[src/rtl/btn_cond_pkg.sv]
package btn_cond_pkg;

    // Lane order inside the shared synchronizer bank
    localparam int LANE_BTN  = 0;
    localparam int LANE_MAKE = 1;
    localparam int LANE_BRK  = 2;
    localparam int N_LANES   = 3;

    // Contact command seen by the hold register: {make, brk}
    typedef enum logic [1:0] {
        CMD_KEEP = 2'b00,
        CMD_CLR  = 2'b01,
        CMD_SET  = 2'b10,
        CMD_BOTH = 2'b11
    } contact_cmd_e;

    function automatic logic hold_next(input logic cur, input contact_cmd_e cmd);
        case (cmd)
            CMD_SET: hold_next = 1'b1;
            CMD_CLR: hold_next = 1'b0;
            default: hold_next = cur;
        endcase
    endfunction

endpackage

[src/rtl/btn_sync_bank.sv]
module btn_sync_bank #(
    parameter int WIDTH  = 3,
    parameter int STAGES = 2
) (
    input  logic             clk,
    input  logic             rst,
    input  logic [WIDTH-1:0] async_in,
    output logic [WIDTH-1:0] sync_out
);
    localparam int LAST = STAGES - 1;

    typedef struct packed {
        logic [STAGES-1:0][WIDTH-1:0] stg;
    } bank_t;

    bank_t bank_d, bank_q;

    always_comb begin
        bank_d = bank_q;
        bank_d.stg[0] = async_in;
        for (int i = 1; i < STAGES; i++) begin
            bank_d.stg[i] = bank_q.stg[i-1];
        end
        if (rst) begin
            bank_d = '0;
        end
    end

    always_ff @(posedge clk) begin
        bank_q <= bank_d;
    end

    // Only the last stage leaves this module
    assign sync_out = bank_q.stg[LAST];
endmodule

[src/rtl/btn_hold_reg.sv]
module btn_hold_reg
    import btn_cond_pkg::*;
(
    input  logic clk,
    input  logic rst,
    input  logic make_s,
    input  logic brk_s,
    output logic level
);
    typedef struct packed {
        logic lvl;
    } hold_t;

    hold_t hold_d, hold_q;
    contact_cmd_e cmd;

    always_comb begin
        cmd = contact_cmd_e'({make_s, brk_s});
        hold_d.lvl = hold_next(hold_q.lvl, cmd);
        if (rst) begin
            hold_d = '0;
        end
    end

    always_ff @(posedge clk) begin
        hold_q <= hold_d;
    end

    assign level = hold_q.lvl;
endmodule

[src/rtl/btn_rise_pulse.sv]
module btn_rise_pulse (
    input  logic clk,
    input  logic rst,
    input  logic level,
    output logic pulse
);
    typedef struct packed {
        logic prev;
    } edge_t;

    edge_t edge_d, edge_q;

    always_comb begin
        edge_d.prev = level;
        if (rst) begin
            edge_d = '0;
        end
    end

    always_ff @(posedge clk) begin
        edge_q <= edge_d;
    end

    assign pulse = level & ~edge_q.prev;
endmodule

[src/rtl/btn_cond.sv]
module btn_cond
    import btn_cond_pkg::*;
#(
    parameter int SYNC_STAGES = 2
) (
    input  logic clk,
    input  logic rst,
    input  logic btn_raw,
    input  logic cnt_make,
    input  logic cnt_brk,
    output logic lvl_sync,
    output logic lvl_deb,
    output logic press_pulse
);
    logic [N_LANES-1:0] lane_async;
    logic [N_LANES-1:0] lane_sync;

    always_comb begin
        lane_async            = '0;
        lane_async[LANE_BTN]  = btn_raw;
        lane_async[LANE_MAKE] = cnt_make;
        lane_async[LANE_BRK]  = cnt_brk;
    end

    btn_sync_bank #(
        .WIDTH  (N_LANES),
        .STAGES (SYNC_STAGES)
    ) u_sync (
        .clk      (clk),
        .rst      (rst),
        .async_in (lane_async),
        .sync_out (lane_sync)
    );

    btn_hold_reg u_hold (
        .clk    (clk),
        .rst    (rst),
        .make_s (lane_sync[LANE_MAKE]),
        .brk_s  (lane_sync[LANE_BRK]),
        .level  (lvl_deb)
    );

    btn_rise_pulse u_edge (
        .clk   (clk),
        .rst   (rst),
        .level (lane_sync[LANE_BTN]),
        .pulse (press_pulse)
    );

    assign lvl_sync = lane_sync[LANE_BTN];
endmodule


[config.mk]
export PLATFORM = sky130hd
export DESIGN_NAME = btn_cond
export DESIGN_NICKNAME = d
export VERILOG_FILES = /design/src/rtl/btn_cond_pkg.sv /design/src/rtl/btn_sync_bank.sv /design/src/rtl/btn_hold_reg.sv /design/src/rtl/btn_rise_pulse.sv /design/src/rtl/btn_cond.sv
export SDC_FILE = /design/constraint.sdc
export NUM_CORES = 1
export LEC_CHECK = 0
export BUFFER_PORTS_ARGS = -buffer_cell sky130_fd_sc_hd__buf_2
export CAP_MARGIN = 40
export CORE_AREA = 2 2 39 41
export DETAILED_ROUTE_END_ITERATION = 8
export DIE_AREA = 0 0 41 43
export HOLD_SLACK_MARGIN = 0.1
export PLACE_DENSITY_LB_ADDON = 0.08
export SYNTH_ARGS = -nofsm -noshare
export SYNTH_HDL_FRONTEND = slang
export SYNTH_SLANG_ARGS = --single-unit
[constraint.sdc]
create_clock -name clk -period 1 [get_ports clk]
set_input_delay 0.1 -clock clk [delete_from_list [all_inputs] [get_ports clk]]
set_output_delay 0.1 -clock clk [all_outputs]
set_load 0.005 [all_outputs]
# Word-level counts from Yosys, hierarchy flattened
# Cells that the tools add are included.
totals:
  output_inout_bits: 3
  word_cells: 10
  input_bits: 5
  register_bits: 8
classes:
  bitwise: 2
  reduce_logical: 1
  muxes: 1
  eq_ne: 2
op_table:
  columns: ["cell", "count"]
  rows:
  - ["== test 2 x 1 -> 1 bit, second input constant", 1]
  - ["== test 2 bit, second input constant", 1]
  - ["case mux 1 bit (2 select lines)", 1]
  - ["nonzero test 2 bit", 1]
  - ["bitwise AND 1 bit", 1]
  - ["NOT 1 bit", 1]

# Longest topological paths before layout
depth:
  depth_word: 2
  ltp_mapped: 4
  mapped_depth_nobuf: 4

# Hierarchy
# From an unflattened synthesis, not the netlist that was laid out.
unflattened:
  cells_unflattened: 24
  hier_area_um2: 282.8
modules_own_cells:
  columns: ["mod", "area_per_inst_um2", "seq_area_each_um2", "cells_per_inst", "n_inst"]
  rows:
  - ["btn_sync_bank", 180.2, 120.1, 15, 1]
  - ["btn_hold_reg", 55.1, 20.0, 6, 1]
  - ["btn_rise_pulse", 47.5, 20.0, 3, 1]

# Least setup slack after synthesis
# OpenSTA, ideal clock, no wires.
synth_timing:
  path_type: "register to register"
  startpoint: "reg u_sync.bank_q, in the netlist u_sync.sync_out[1]"
  endpoint: "reg u_hold.hold_q (netlist: u_hold.level)"
  arrival_time_ns: 0.931
  n_path_buf: 0
  required_ns: 0.934
  setup_time_ns: 0.066
  slack_ns: 0.003
  path_stages_with_launch: 5
  period_less_slack_ns: 0.997
  path_cell_list: "dfxtp_1 inv_1 ha_1 or2_1 a21oi_2"
synth_between:
  elab_chain_cells: 2
  elab_cells_between_ends: 4
  cone_classes: "2 x eq/ne; 1 x mux; 1 x reduce/logical"
synth_lines:
  columns: ["item", "line_no", "text"]
  rows:
  - ["start: declaration", "btn_sync_bank.sv:16", "bank_t bank_d, bank_q;"]
  - ["start signal: assignment", "btn_sync_bank.sv:30", "bank_q <= bank_d;"]
  - ["== test 2 x 1 -> 1 bit or == test 2 bit (tied branches)", "btn_cond_pkg.sv:18", "case (cmd)"]
  - ["case mux 1 bit (2 select lines) or nonzero test 2 bit (tied branches)", null, null]
  - ["end signal: assignment", "btn_hold_reg.sv:26", "hold_q <= hold_d;"]
  - ["end: declaration", "btn_hold_reg.sv:14", "hold_t hold_d, hold_q;"]
# Several ways; a longest one is shown, not always the timed one.
# A chain may end at the register's enable or synchronous reset.

# Worst setup path after layout
# Ends and elaborated chain as after synthesis.

==> metrics.csv <==
metric;value;unit
cts_tree;done;
cp_top_family;flip-flops;
gp_congestion;0.5221;
h-tree-depth;1;
crit_buf_inv;1;
required;1.18;ns
hold_ws;0.1116;ns
cp-end-kind;flop;
cp_cell_sequence;inv_2, ha_4, or2_1, a21oi_2;
die_height;43;microns
first_pass_iters;1;
wirelength;370;microns
hold_viol_final;0;
ys_warn_count;0;
numCtsBuffers;3;
viasPerCell;3.300;
cpPeakStageDelay;0.32;ns
drc;0;
hold_class;primary input to flop;
path_max_fanout;2;
vias;165;
status;finished clean;
start_kind;flop;
max_freq;1016;MHz
min_period_over_period;98.41;%
clock_path_buffers;2;
max_slew.worst_pin.slew;0.1479;ns
nets;42;
cts.sinks;8;
synth_seq_area_share;64.32;%
area_delta_synth_final;49.25;%
wl_per_cell;7.400;microns
ys_ff_latch;8;
avgSynthCellArea;11.86;sq um
slew_viol_final;0;
leakage;0.1672;nW
die_area;1763;sq um
coreArea;1384;sq um
crit_slowest_cell;dfxtp_2;
syn-cell-area;249.0;sq um
drt-initial-drc-count;0;
grt_usage;4.536;%
drive_gt1_share;44.12;%
p_total;0.0006331;W
ir_worst_vdd;556.2;uV
clk-insertion-delay-late;0.25;ns
die_x;41;microns
period_minus_slack;0.9841;ns
layout_commonest_cell;buf_2;
num_antenna_cells;0;
antenna_found_initial;0;
clock_skew;0.001510;ns
final_cell_mix;buf_2, dfxtp_1, nor2b_1;
synth_cell_types;8;
grt_overflow_total;0;
cp.arrival;1.17;ns
rows;14;
critPathKind;flop to flop;
syn_nets;27;
drv_cap;0;
port_buffers;7;
power.density;1704;nW/um^2
grt_pass1_vias;112;
io_pins;8;
relSlewSlack;90.14;%
start_util;17.99;%
dp.cells;44;
postCtsSetupBuffers;0;
clkTransAtPathRegs;0.05;ns
grt_first_pass_wirelength;483;microns
instances_no_fill;50;
drtAntennaViolNets;0;
setup_viol;0;
ctsRootBufferMaster;clkbuf_4;
grt_max_degree;9;
synth_cells;21;
==> state kept, by name, summed over array words and instances, names as in the netlist <==
name and count:
u_edge.edge_q 1, u_hold.level 1, u_sync.bank_q 3, u_sync.sync_out 3
==> timing repair <==
action	in CTS	in global routing
hold endpoints to repair	3	0
gates resized for setup	0	4
hold buffers	3	0
pin swaps	3	3
endpoints found under the setup margin	1	1
==> path summary, 6_finish.rpt <==
kind | depth (start not counted) | startpoint | slack, ns | to
setup / recovery | 4 | u_sync.sync_out[1] | 0.02 | u_hold.level
setup reg to reg | 4 | u_sync.sync_out[1] | 0.02 | u_hold.level
hold / removal | 2 | rst | 0.11 | u_hold.level
hold reg to reg | 1 | u_sync.bank_q[1] | 0.43 | u_sync.sync_out[1]
==> synth_stat cells <==
cell type / instances / area share, %
dfxtp_1: 8 / 64
nor2b_1: 5 / 13
inv_1: 1 / 1.5
a21oi_2: 1 / 3.5
ha_1: 1 / 5.0
or2_1: 1 / 2.5
nand2_1: 1 / 1.5
and2b_1: 3 / 9.0
==> area by class of cell <==
type                       instances  area [sq um]
sequential                         8         162.7
tap                               16         20.02
fill                             156          1012
inverter                           1         3.754
multi-input combinational         12         97.59
timing repair buffer              10         65.06
clock buffer                       3         22.52
==> kinds of logic (layout without fill, tap and decap cells) <==
family	count (synthesis)	after routing	share of synthesized area [%]
DFF	8	8	64.32
AOI/OAI and AO/OA	1	1	3.518
adders and majority gates	1	1	5.024
buffers and inverters	1	14	1.506
and+or+nand+nor	10	10	25.63
==> per-layer routing <==
layer  up-vias  track usage [%]  part of all wire [%]
met4         0            4.000                     0
li1         90                -                     -
met3         0            3.141                   8.6
met1        69            6.515                    51
met2         6            4.063                    40
met5         -                0                     0
==> power breakdown <==
part           leakage [nW]  switching, W  internal, W
registers            0.0668    0.00000523     0.000335
logic                0.0866     0.0000184    0.0000323
clock network        0.0138      0.000105     0.000137
total                 0.167      0.000129     0.000504
==> stage by stage <==
stage                     setup slack [ns]  util, %  area [sq um]  setup TNS, ns
after floorplan                   0.002605        -         249.0              0
after global routing              -0.01881    26.85         371.6       -0.01881
after global placement            -0.01455    21.97         304.0       -0.01455
after CTS                         -0.01948    25.77         356.6       -0.01948
final                              0.01587    26.85         371.6              0
after detailed placement          -0.02752    21.97         304.0       -0.02752
Power figures use the tool's default switching activity.
